==> src/rtl/spi_status_ctrl.sv <==
module spi_status_ctrl #(
  parameter int unsigned BUSY_CYCLES = 1000,
  parameter logic [7:0]  OP_WEN      = 8'h06,
  parameter logic [7:0]  OP_SWR      = 8'h01,
  parameter logic [7:0]  OP_SRD      = 8'h05
) (
  input  logic clk,
  input  logic rst_n,
  input  logic cs_n,
  input  logic sck,
  input  logic mosi,
  output logic miso,
  input  logic wp_n
);
  localparam int BW = $clog2(BUSY_CYCLES + 1);
  localparam logic [BW-1:0] LAST = BW'(BUSY_CYCLES - 1);

  logic [2:0] cs_s  = 3'b111;
  logic [2:0] sck_s = 3'b000;
  logic [1:0] mo_s  = 2'b00;
  logic [1:0] wp_s  = 2'b11;
  logic [1:0] rs_s  = 2'b00;

  always_ff @(posedge clk) begin
    cs_s  <= {cs_s[1:0], cs_n};
    sck_s <= {sck_s[1:0], sck};
    mo_s  <= {mo_s[0], mosi};
    wp_s  <= {wp_s[0], wp_n};
    rs_s  <= {rs_s[0], rst_n};
  end

  wire sel      = !cs_s[1];
  wire cs_fall  = !cs_s[1] && cs_s[2];
  wire cs_rise  = cs_s[1] && !cs_s[2];
  wire sck_rise = sck_s[1] && !sck_s[2];
  wire sck_fall = !sck_s[1] && sck_s[2];
  wire din      = mo_s[1];
  wire wp_ok    = wp_s[1];
  wire rst_low  = !rs_s[1];

  logic [7:0]    shreg = '0;
  logic [7:0]    op = '0;
  logic [4:0]    cnt = '0;
  logic          rd_mode = 1'b0;
  logic [2:0]    out_idx = '0;
  logic          miso_q = 1'b0;
  logic          wel = 1'b0;
  logic          busy = 1'b0;
  logic [BW-1:0] bcnt = '0;
  logic          lock = 1'b0;
  logic [2:0]    prot = '0;
  logic          n_lock = 1'b0;
  logic [2:0]    n_prot = '0;
  logic          rst_pend = 1'b0;

  wire       rst_mode  = !busy && (rst_low || rst_pend);
  wire       busy_done = busy && (bcnt == LAST);
  wire [7:0] status    = {lock, 2'b00, prot, wel, busy};
  wire [7:0] sh_next   = {shreg[6:0], din};
  wire       wen_ok    = cs_rise && cnt == 5'd8 && op == OP_WEN && !busy && !rst_mode;
  wire       swr_ok    = cs_rise && cnt == 5'd16 && op == OP_SWR && wel && !busy
                         && !rst_mode && !(lock && !wp_ok);

  assign miso = miso_q;

  always_ff @(posedge clk) begin
    if (rst_mode || cs_fall || !sel) begin
      cnt     <= '0;
      rd_mode <= 1'b0;
      out_idx <= '0;
      miso_q  <= 1'b0;
      if (!sel || rst_mode) op <= '0;
    end else begin
      if (sck_rise) begin
        shreg <= sh_next;
        if (cnt != 5'd17) cnt <= cnt + 5'd1;
        if (cnt == 5'd7) begin
          op      <= sh_next;
          rd_mode <= (sh_next == OP_SRD);
        end
      end
      if (sck_fall && rd_mode) begin
        miso_q  <= status[3'd7 - out_idx];
        out_idx <= out_idx + 3'd1;
      end
    end
  end

  always_ff @(posedge clk) begin
    if (rst_mode || busy_done) wel <= 1'b0;
    else if (wen_ok)           wel <= 1'b1;
  end

  always_ff @(posedge clk) begin
    if (swr_ok) begin
      busy   <= 1'b1;
      bcnt   <= '0;
      n_lock <= shreg[7];
      n_prot <= shreg[4:2];
    end else if (busy) begin
      if (busy_done) begin
        busy <= 1'b0;
        lock <= n_lock;
        prot <= n_prot;
      end else begin
        bcnt <= bcnt + 1'b1;
      end
    end
  end

  always_ff @(posedge clk) begin
    if (rst_low && busy)        rst_pend <= 1'b1;
    else if (!busy && !rst_low) rst_pend <= 1'b0;
  end

  a_r3_busy_needs_wel: assert property (@(posedge clk) disable iff (!rst_n)
    $rose(busy) |-> $past(wel));
  a_r5_busy_on_boundary: assert property (@(posedge clk) disable iff (!rst_n)
    $rose(busy) |-> ($past(cnt) == 5'd16 && $past(cs_rise)));
  a_r8_lock_blocks: assert property (@(posedge clk) disable iff (!rst_n)
    $rose(busy) |-> !$past(lock && !wp_ok));
  a_r6_wel_clears: assert property (@(posedge clk) disable iff (!rst_n)
    $fell(busy) |-> !wel);
  a_r10_no_abort: assert property (@(posedge clk) disable iff (!rst_n)
    (busy && bcnt != LAST) |=> busy);
  a_r6_bits_at_end: assert property (@(posedge clk) disable iff (!rst_n)
    !($past(busy) && !busy) |-> ($stable(prot) && $stable(lock)));
endmodule

==> config.mk <==
export PLATFORM = sky130hd
export DESIGN_NAME = spi_status_ctrl
export DESIGN_NICKNAME = d
export VERILOG_FILES = /design/src/rtl/spi_status_ctrl.sv
export SDC_FILE = /design/constraint.sdc
export NUM_CORES = 1
export LEC_CHECK = 0
export ABC_AREA = 0
export BUFFER_PORTS_ARGS = -buffer_cell sky130_fd_sc_hd__buf_2
export CORE_MARGIN = 2
export CORE_UTILIZATION = 50
export CTS_BUF_LIST = sky130_fd_sc_hd__clkbuf_8
export DETAILED_ROUTE_END_ITERATION = 8
export HOLD_SLACK_MARGIN = 0.1
export PLACE_DENSITY_LB_ADDON = 0.3
export SKIP_CTS_REPAIR_TIMING = 1
export SYNTH_ARGS = -nofsm -noshare
export SYNTH_HDL_FRONTEND = slang
export SYNTH_SLANG_ARGS = --single-unit
==> constraint.sdc <==
create_clock -name clk -period 2.09 [get_ports clk]
set_input_delay 0.209 -clock clk [delete_from_list [all_inputs] [get_ports clk]]
set_output_delay 0.209 -clock clk [all_outputs]
set_load 0.005 [all_outputs]
==> summary.txt, run 1 <==
Layout
  – Fraction of layout instances using a drive strength above 1: 14.4%
  – Post-route cell area: 2600 um2
  – Area delta synth->final: 16.5%
  – Multi-input logic area: 762 um2
  – Diode count: 0
  – Final Util: 60.1%
  – Layout Nets: 222
  – Register area: between 1000 and 1500 um2
  – Filler cells: 362
  – Layout Cells excl Fill: 268

Setup path
  – WP depth: 5
  – Worst Reg2Reg Path Length in Cells: 5
  – Top Family by Delay on Critical Path: simple AND/OR/NAND/NOR gates
  – Startpoint type of the worst setup path: register
  – Crit. End Element: register
  – Flop-to-flop setup slack: 210 ps
  – Slowest stage delay, CP: about 540 ps
  – Crit path max fanout: 10
  – Crit-path cells: inv_1, and2_1, or3_1, nor2_1, buf_4
  – Setup Crit Path Kind: reg -> reg
  – RR Startpoint: busy
  – CP arrival: 1920 ps
  – Setup crit start: busy
  – CP endpoint: shreg[4]
  – Slowest stage cell, crit path: dfxtp_1
  – Worst R2R End: shreg[4]
  – Worst path buffer plus inverter count: 2
  – Critical Path RT: 2140 ps

Drt
  – Final wirelength: between 3000 and 4000 um
  – Vias per cell: 5.27
  – Post-route ant nets: 0
  – Drt drc: 0
  – First-pass iteration count of the detailed router: 4
  – Via Count: around 1,400
  – Wire per inst: 13.9 um
  – Starting DRT DRC Count: 56

Status
  – Outcome: complete, no violations

Floorplanning
  – Die area: 5010 um2
  – I/O pin cnt: 7
  – Placeable Area: 4320 um2
  – Starting density of the core: about half
  – Chip height: 70.8 um
  – Row cnt: 24
  – Die W: 70.8 um

Synth
  – Share of synthesized flip-flops with an asynchronous set or reset: 0%
  – Synthesized flop and latch total: 59
  – Post-synth EDFFs: 24
  – Net count after synthesis: 198
  – Yosys top cell area share: 32.3%
  – Synth top area cells: edfxtp_1 32%, dfxtp_1 31%, nor2_1 4.2%
  – Unique masters post-synth: 37
  – Synth warn: 0
  – Largest area contributor in the netlist: edfxtp_1
  – Synth Instances: 187
  – Syn avg cell area: 11.9 um2
  – Register area share after synthesis: about 64%
  – Syn Std Cell Area: roughly 2200 um2
  – Synth Flop Type: dfxtp_1

Timing
  – Setup TNS Final: 0 ps
  – Period minus WS final: about 1900 ps
  – Clk_skew: 7.95 ps
  – Unrepaired setup endpoints after global routing: no
  – Final worst path period share: approximately 90%
  – Max_slew headroom: 55.9%
  – Final hold vios: 0
  – Setup-failing EPs final: 0
  – Worst slew pin tran: around 660 ps
  – Achievable frequency: 533 MHz
  – Max-slew violations: 0

Place
  – PortBufs: 6
  – DP Cell Count: 247
  – Placed inst area: 2360 um2
  – DPL Wire Length: approximately 2600 um
  – Placer congestion estimate: 0.766

Global route
  – Largest net degree at the start of global routing: 16
  – Global-route wire length before repair: 6480 um
  – Number of global-route vias before repair: approximately 1,400
  – Initial antenna violation count: 0
  – Tot GR Track Use: roughly 17%
  – Global route overflow: 0

Clock network
  – H-Tree Depth: 3
  – CTS tree: done
  – TritonCTS Buffers: 9
  – Clk sinks: 59
  – Clk_lat worst skew: 340 ps
  – Clock Tree Buf Depth: 2
  – Root Driver: clkbuf_8
  – Clock transition at path regs: 60 ps

Flow run
  – Max-Cap Viols: 0

Pwr
  – Pwr Density: 863 nW/um2
  – Leakage power: 0.000965 uW
  – Peak VDD IR: 0.522 mV

Min path
  – Worst hold path type: reg -> reg
[cells in the final DEF, fill, tap and decap left out, types with 7 or more instances in the layout]
| cell type | instances |
|---|---|
| a21oi_1 | 7 |
| and2_1 | 11 |
| clkbuf_8 | 9 |
| dfxtp_1 | 35 |
| edfxtp_1 | 24 |
| inv_1 | 11 |
| nand2_1 | 9 |
| nand4_1 | 8 |
| nor2_1 | 25 |
[report_power, final]
group,internal [uW],switching (uW)
combinational,22.1,19.2
sequential,1220,11.8
clock,536,437
total,1770,468
[cell usage after synthesis (2+ instances only)]
cell type,instances
inv_1,9
or3b_2,2
o21ai_0,3
nand4_1,8
nor4_1,3
nand3_1,2
nor2_1,25
nand4b_1,2
xnor2_1,6
xor2_1,6
edfxtp_1,24
nand2_1,9
ha_1,5
a31oi_1,2
nor2b_1,2
or4_1,2
and2_1,11
a21oi_1,7
mux2i_1,4
dfxtp_1,35
nor3_1,4
[per-layer routing]
| metal | GRT usage (%) | share of wire [%] |
|---|---|---|
| met5 | 0 | 0 |
| met4 | 9.01 | 2.5 |
| met3 | 8.26 | 3.2 |
| met2 | 26.8 | 48 |
| met1 | 20.1 | 47 |
[worst register-to-register path, cell delays in order, from the launching register on]
cell and delay [ps]:
dfxtp_1 540, inv_1 160, and2_1 230, or3_1 350, nor2_1 130, buf_4 180
[worst min-delay path by stage]
stage / endpoint / startpoint / cells after the start
6_report: rs_s[1] / rs_s[0] / 0
5_1_grt: rs_s[1] / rs_s[0] / 0
4_1_cts: rs_s[0] / rst_n / 1
3_5_place_dp: rs_s[0] / rst_n / 1
3_3_place_gp: cs_s[1] / cs_s[0] / 0
2_1_floorplan: cs_s[0] / cs_n / 0
[cells by family (layout without fill, tap and decap cells)]
| kind of cell | Yosys count | in the layout | synth area share [%] |
|---|---|---|---|
| buffers and inverters | 12 | 41 | 2.41 |
| DFF | 59 | 59 | 63.7 |
| AOI/OAI and AO/OA | 14 | 14 | 3.53 |
| and+or+nand+nor | 80 | 80 | 19.9 |
| muxes | 5 | 5 | 2.97 |
| xor gates and xnor gates | 12 | 12 | 4.71 |
| adders and majority gates | 5 | 5 | 2.80 |
[area by class of cell]
type / count / area share (%)
Clock buffer: 9 / 4.77
Clock inverter: 7 / 2.41
Inverter: 9 / 1.30
Multi-Input combinational cell: 116 / 29.3
Sequential cell: 59 / 54.7
Tap cell: 52 / 2.50
Timing Repair Buffer: 16 / 5.01
[state kept, by name, summed over array words and instances (netlist names), 2 cells and up]
signal	count
wp_s	2
cs_s	3
cnt	5
bcnt	10
out_idx	3
mo_s	2
rs_s	2
n_prot	3
shreg	8
prot	3
op	8
sck_s	3
[stage by stage]
| stage | total power [uW] | hold WS (ps) | setup WS [ps] |
|---|---|---|---|
| floorplan | 1270 | 237 | 67.3 |
| global placement | 1280 | 310 | 201 |
| detailed placement | 1290 | 313 | 217 |
| CTS | 2260 | -53.4 | 207 |
| global route | 2330 | 334 | 62.9 |
| finish | 2240 | 329 | 213 |
Power figures use the tool's default switching activity.
==> run 2: changes to the inputs <==
--- a/config.mk
+++ b/config.mk
@@ -8,8 +8,8 @@
 export ABC_AREA = 0
 export BUFFER_PORTS_ARGS = -buffer_cell sky130_fd_sc_hd__buf_2
 export CORE_MARGIN = 2
-export CORE_UTILIZATION = 50
-export CTS_BUF_LIST = sky130_fd_sc_hd__clkbuf_8
+export CORE_UTILIZATION = 55
+export CTS_BUF_LIST = sky130_fd_sc_hd__clkbuf_4 sky130_fd_sc_hd__clkbuf_8 sky130_fd_sc_hd__clkbuf_16
 export DETAILED_ROUTE_END_ITERATION = 8
 export HOLD_SLACK_MARGIN = 0.1
 export PLACE_DENSITY_LB_ADDON = 0.3
==> constraint.sdc (replaced) <==
create_clock -name clk -period 2.1 [get_ports clk]
set_input_delay 0.21 -clock clk [delete_from_list [all_inputs] [get_ports clk]]
set_output_delay 0.21 -clock clk [all_outputs]
set_load 0.005 [all_outputs]
==> run 2 against run 1 <==
Effect of this change:
- sequential power about the same
- die area shrank 8.6%
- clock power fell by 7.2%
- combinational power about the same
- sequential share of layout area up 0.21 points
- routed wire length increased by 1.4%
- global-route usage is 1.5 points higher
- maximum frequency fell by 3.5%
- register-to-register slack got worse by 60 ps
==> summary.txt, run 2 (synthesized netlist as in run 1, its figures left out) <==
Floorplanning
  – I/O pin cnt: 7 (unchanged)
  – Chip height: 67.7 um (was 70.8 um)
  – Row cnt: 23 (was 24)
  – Placeable Area: 3940 um2 (was 4320 um2)
  – Die W: 67.7 um (was 70.8 um)
  – Starting density of the core: 56.6% (was 51.6%)
  – Die area: 4580 um2 (was 5010 um2)

Layout
  – Filler cells: 294 (was 362)
  – Register area: 1420 um2 (unchanged)
  – Largest registers: bcnt x10, op x8, shreg x8 (unchanged)
  – Highest-count cells in the layout ignoring fill and taps: 35 x dfxtp_1, 25 x nor2_1, 24 x edfxtp_1, 11 x and2_1, 11 x clkbuf_8 (was 35 x dfxtp_1, 25 x nor2_1, 24 x edfxtp_1, 11 x inv_1, 11 x and2_1)
  – Max FFs per register: 10 (unchanged)
  – Layout Nets: 222 (unchanged)
  – Fraction of layout instances using a drive strength above 1: 14.4% (unchanged)
  – Largest Register: bcnt (unchanged)
  – Diode count: 0 (unchanged)
  – Area delta synth->final: 16.0% (was 16.5%)
  – Most common cell after layout, fill and taps aside: dfxtp_1 (unchanged)
  – Multi-input logic area: 762 um2 (unchanged)

Timing
  – Period minus WS final: 1950 ps (was 1880 ps)
  – Max-slew violations: 0 (unchanged)
  – Worst slew pin tran: 603 ps (was 657 ps)
  – Clk_skew: 8.42 ps (was 7.95 ps)
  – Max_slew headroom: 59.5% (was 55.9%)
  – Unrepaired setup endpoints after global routing: no (unchanged)
  – Achievable frequency: 514 MHz (was 533 MHz)
  – Setup-failing EPs final: 0 (unchanged)
  – Final worst path period share: 92.7% (was 89.8%)
  – Setup TNS Final: 0 ps (unchanged)
  – Final hold vios: 0 (unchanged)

Clock network
  – Root Driver: clkbuf_8 (unchanged)
  – TritonCTS Buffers: 9 (unchanged)
  – CTS tree: done (unchanged)
  – Clk_lat worst skew: 330 ps (was 340 ps)
  – Clock transition at path regs: 60 ps (about the same)
  – H-Tree Depth: 3 (unchanged)
  – Clock Tree Buf Depth: 2 (unchanged)
  – Clk sinks: 59 (unchanged)

Min path
  – Hold path startpoint: cs_s[0] (was rs_s[0])
  – Hold Path End: cs_s[1] (was rs_s[1])
  – Worst hold path type: reg -> reg (unchanged)
  – Worst Hold Depth: 0 (unchanged)

Place
  – PortBufs: 6 (unchanged)
  – DPL Wire Length: 2670 um (was 2570 um)
  – Placer congestion estimate: 0.885 (was 0.766)

Pwr
  – Switching power: 426 uW (was 468 uW)
  – Switching share of power: 19.7% (was 20.9%)
  – Combinational fraction of design power: 1.9% (was 1.8%)
  – Pwr Density: 837 nW/um2 (was 863 nW/um2)
  – Leakage power: 0.000963 uW (was 0.000965 uW)
  – Internal power: 1740 uW (was 1770 uW)
  – Peak VDD IR: 0.566 mV (was 0.522 mV)
  – Total Power: 2170 uW (was 2240 uW)
  – Sequential share of power: 56.4% (was 54.7%)
  – Clock power share: 41.7% (was 43.4%)

Drt
  – Drt drc: 0 (unchanged)
  – Vias per cell: 5.34 (was 5.27)
  – Post-route ant nets: 0 (unchanged)
  – First-pass iteration count of the detailed router: 6 (was 4)
  – Final wirelength: 3790 um (was 3730 um)
  – Wire per inst: 14.2 um (was 13.9 um)
  – Via Count: 1,421 (was 1,412)
  – Starting DRT DRC Count: 67 (was 56)

Setup path
  – Slowest stage cell, crit path: dfxtp_1 (unchanged)
  – Worst R2R End: shreg[6] (was shreg[4])
  – Slowest stage delay, CP: 550 ps (was 540 ps)
  – RR Startpoint: busy (unchanged)
  – Startpoint type of the worst setup path: register (unchanged)
  – Crit path max fanout: 10 (unchanged)
  – Flop-to-flop setup slack: 150 ps (was 210 ps)
  – CP arrival: 1980 ps (was 1920 ps)
  – Critical Path RT: 2130 ps (was 2140 ps)
  – Crit. End Element: register (unchanged)
  – Crit-path cells: inv_1, and2_1, or3_1, nor2_1, buf_4 (unchanged)
  – Setup Crit Path Kind: reg -> reg (unchanged)
  – Worst Reg2Reg Path Length in Cells: 5 (unchanged)

Global route
  – Number of global-route vias before repair: 1,336 (was 1,421)
  – Global-route wire length before repair: 6060 um (was 6480 um)
  – Largest net degree at the start of global routing: 16 (unchanged)
  – Initial antenna violation count: 0 (unchanged)
  – Tot GR Track Use: 18.8% (was 17.4%)
  – Global route overflow: 0 (unchanged)

Status
  – Outcome: complete, no violations (unchanged)

Flow run
  – Max-Cap Viols: 0 (unchanged)
-- run 2: final cells by class --
cell class / count / share of cell area [%]
inverters: 9 / 1.30
well taps: 50 / 2.42
flip-flops and latches: 59 / 54.9
multi-input cells: 116 / 29.4
clock buffers: 13 / 6.43
repair buffers: 16 / 5.03
clock inverters: 3 / 0.483
-- run 2: layer usage --
metal | GRT usage [%] | wire length, um | up-vias
li1 | - | - | 710
met1 | 22.4 | 1770 | 683
met2 | 30.0 | 1870 | 23
met3 | 5.50 | 96 | 5
met4 | 11.5 | 51 | 0
met5 | 0 | 0 | -
-- run 2: how the worst max path moves through the flow --
stage	start	end	slack (ps)	cells after the start
floorplan	rs_s[1]	shreg[0]	80	5
global placement	busy	shreg[7]	220	5
detailed placement	busy	shreg[3]	170	5
CTS	busy	shreg[4]	150	5
global route	busy	shreg[6]	30	5
finish	busy	shreg[6]	150	5
-- run 2: critical path: cells and delay by family (launching register included) --
| kind | cells | cell delay (ps) |
|---|---|---|
| simple gates | 3 | 750 |
| flops | 1 | 550 |
| buf+inv | 2 | 360 |
-- run 2: power by group through the flow --
stage / Sequential [uW] / Clock [uW] / Combinational, uW
final: 1220 / 904 / 41.2
after global routing: 1220 / 979 / 45.6
after CTS: 1220 / 928 / 34.4
after detailed placement: 1250 / 0 / 34.2
after global placement: 1250 / 0 / 32.4
after floorplan: 1240 / 0 / 21.5
-- run 2: per-stage QoR --
stage          util (%)  setup WS [ps]  hold WS [ps]  area (um2)  std cells
2_1_floorplan         -           77.3           238        2230        187
3_3_place_gp       59.9            223           309        2360        245
3_5_place_dp       59.9            172           314        2360        245
4_1_cts            64.4            153         -27.0        2540        261
5_1_grt            65.7           30.7           329        2590        266
6_report           65.7            154           324        2590        266
==> run 3: changes to the inputs <==
--- a/config.mk
+++ b/config.mk
@@ -7,12 +7,14 @@
 export LEC_CHECK = 0
 export ABC_AREA = 0
 export BUFFER_PORTS_ARGS = -buffer_cell sky130_fd_sc_hd__buf_2
+export CELL_PAD_IN_SITES_DETAIL_PLACEMENT = 0
+export CELL_PAD_IN_SITES_GLOBAL_PLACEMENT = 1
 export CORE_MARGIN = 2
-export CORE_UTILIZATION = 55
+export CORE_UTILIZATION = 49
 export CTS_BUF_LIST = sky130_fd_sc_hd__clkbuf_4 sky130_fd_sc_hd__clkbuf_8 sky130_fd_sc_hd__clkbuf_16
 export DETAILED_ROUTE_END_ITERATION = 8
 export HOLD_SLACK_MARGIN = 0.1
-export PLACE_DENSITY_LB_ADDON = 0.3
+export PLACE_DENSITY_LB_ADDON = 0.2
 export SKIP_CTS_REPAIR_TIMING = 1
 export SYNTH_ARGS = -nofsm -noshare
 export SYNTH_HDL_FRONTEND = slang
==> run 3 against run 2 <==
Effect of this change:
- sequential share of layout area fell by 1.2 points
- highest routed layer unchanged
- non-clock buffer count is 4 higher
- final area up 2.3%
- via count is 1.2% lower
- combinational power about the same
- first-iteration DRC count is 31% lower
- worst setup slack gained 44 ps
- cell count up 2.3%
- clock skew up 2.7 ps
- largest power group unchanged
- flip-flop and latch count stayed put
- critical path depth shrank 2
- routed wire length is 1.8% lower
==> summary.txt, run 3 (synthesized netlist as in run 1, its figures left out) <==
Setup path
  – Critical Path RT: 2050 ps (was 2130 ps)
  – Slowest stage cell, crit path: o21ai_0 (was dfxtp_1)
  – Startpoint type of the worst setup path: register (unchanged)
  – Crit-path cells: ha_1, nand4_1, o21ai_0 (was inv_1, and2_1, or3_1, nor2_1, buf_4)
  – Crit path max fanout: 8 (was 10)
  – Crit. End Element: register (unchanged)
  – CP arrival: 1850 ps (was 1980 ps)
  – Slowest stage delay, CP: 770 ps (was 550 ps)
  – Setup Crit Path Kind: reg -> reg (unchanged)

Timing
  – Setup-failing EPs final: 0 (unchanged)
  – Max_slew headroom: 36.6% (was 59.5%)
  – Max-slew violations: 0 (unchanged)
  – Worst slew pin tran: 940 ps (was 603 ps)
  – Achievable frequency: 526 MHz (was 514 MHz)
  – Final hold vios: 0 (unchanged)
  – Worst setup margin: 198 ps (was 154 ps)
  – Final worst path period share: 90.6% (was 92.7%)
  – Unrepaired setup endpoints after global routing: no (unchanged)
  – Period minus WS final: 1900 ps (was 1950 ps)
  – Setup TNS Final: 0 ps (unchanged)
  – Clk_skew: 11.1 ps (was 8.42 ps)

Layout
  – Max FFs per register: 10 (unchanged)
  – Diode count: 0 (unchanged)
  – Filler cells: 363 (was 294)
  – Fraction of layout instances using a drive strength above 1: 16.8% (was 14.4%)
  – Area delta synth->final: 18.7% (was 16.0%)
  – Layout Nets: 226 (was 222)
  – Highest-count cells in the layout ignoring fill and taps: 35 x dfxtp_1, 25 x nor2_1, 24 x edfxtp_1, 11 x and2_1 (was 35 x dfxtp_1, 25 x nor2_1, 24 x edfxtp_1, 11 x and2_1, 11 x clkbuf_8)
  – Largest registers: bcnt x10, op x8, shreg x8 (unchanged)
  – Multi-input logic area: 762 um2 (unchanged)
  – Register area: 1420 um2 (unchanged)
  – Largest Register: bcnt (unchanged)
  – Post-route cell area: 2650 um2 (was 2590 um2)
  – Most common cell after layout, fill and taps aside: dfxtp_1 (unchanged)

Global route
  – Tot GR Track Use: 17.0% (was 18.8%)
  – Largest net degree at the start of global routing: 16 (unchanged)
  – Global-route wire length before repair: 6470 um (was 6060 um)
  – Met1 Track Usage GR: 20.6% (was 22.4%)
  – M3 GR Usage: 8.44% (was 5.50%)
  – Initial antenna violation count: 0 (unchanged)
  – Number of global-route vias before repair: 1,388 (was 1,336)
  – Met2 Use GR: 26.0% (was 30.0%)
  – Busiest grt layer: met2 (unchanged)
  – Global route overflow: 0 (unchanged)

Clock network
  – Clk_lat worst skew: 330 ps (about the same)
  – Clock Tree Buf Depth: 2 (unchanged)
  – Root Driver: clkbuf_8 (unchanged)
  – TritonCTS Buffers: 9 (unchanged)
  – Clk sinks: 59 (unchanged)
  – CTS tree: done (unchanged)
  – H-Tree Depth: 3 (unchanged)
  – Clock transition at path regs: 60 ps (about the same)

Place
  – PortBufs: 6 (unchanged)
  – Placer congestion estimate: 0.779 (was 0.885)
  – Dpl ws: 177 ps (was 172 ps)
  – Placed inst area: 2380 um2 (was 2360 um2)
  – DPL Wire Length: 2630 um (was 2670 um)

Pwr
  – Pwr Density: 902 nW/um2 (was 837 nW/um2)
  – Peak VDD IR: 0.571 mV (was 0.566 mV)
  – Leakage power: 0.00100 uW (was 0.000963 uW)

Drt
  – Final wirelength: 3720 um (was 3790 um)
  – Drt drc: 0 (unchanged)
  – Starting DRT DRC Count: 46 (was 67)
  – First-pass iteration count of the detailed router: 4 (was 6)
  – Post-route ant nets: 0 (unchanged)
  – Wire per inst: 13.7 um (was 14.2 um)
  – Via Count: 1,404 (was 1,421)
  – Vias per cell: 5.16 (was 5.34)

Floorplanning
  – I/O pin cnt: 7 (unchanged)
  – Die W: 71.5 um (was 67.7 um)
  – Row cnt: 24 (was 23)
  – Starting density of the core: 50.9% (was 56.6%)
  – Die area: 5110 um2 (was 4580 um2)
  – Placeable Area: 4380 um2 (was 3940 um2)
  – Chip height: 71.5 um (was 67.7 um)

Min path
  – Worst hold path type: reg -> reg (unchanged)

Status
  – Outcome: complete, no violations (unchanged)

Flow run
  – Max-Cap Viols: 0 (unchanged)
run 3: cell count changes in the layout (fill, tap and decap cells not counted), sizes merged:
cell,change
buf,+4
clkbuf,-2
bufinv,+2
run 3: worst max-delay path, delay by kind of cell (launching register included):
| kind | cells | cell delay (ps) |
|---|---|---|
| AOI/OAI and AO/OA | 1 | 770 |
| adders and majority gates | 1 | 200 |
| DFF | 1 | 420 |
| and+or+nand+nor | 1 | 130 |
run 3: through the flow:
stage | hold WS [ps] | instances | total power [uW] | util [%]
6_report | 326 | 272 | 2390 | 60.4
5_1_grt | 335 | 272 | 2480 | 60.4
4_1_cts | -47.1 | 267 | 2400 | 59.2
3_5_place_dp | 312 | 251 | 1280 | 54.3
3_3_place_gp | 310 | 251 | 1280 | 54.3
2_1_floorplan | 238 | 187 | 1260 | -
run 3: worst paths after layout:
path	startpoint	end	slack, ps	depth (start not counted)
worst max register to register	cnt[0]	op[2]	200	3
worst max-delay path	cnt[0]	op[2]	200	3
worst min register to register	sck_s[0]	sck_s[1]	330	0
worst min-delay path	sck_s[0]	sck_s[1]	330	0
run 3: per-layer routing:
metal / part of all wire [%] / up-vias
li1: - / 716
met1: 47 / 661
met2: 47 / 21
met3: 4.5 / 6
met4: 1.1 / 0
met5: 0 / -
run 3: cell type report:
class	count	area share (%)
flip-flops and latches	59	53.7
multi-input cells	116	28.8
repair buffers	20	5.58
clock buffers	11	5.25
clock inverters	5	2.98
well taps	52	2.46
inverters	9	1.28
run 3: power breakdown:
part	internal (uW)	switching, uW
clock	692	434
combinational	22.9	18.2
sequential	1210	10.9
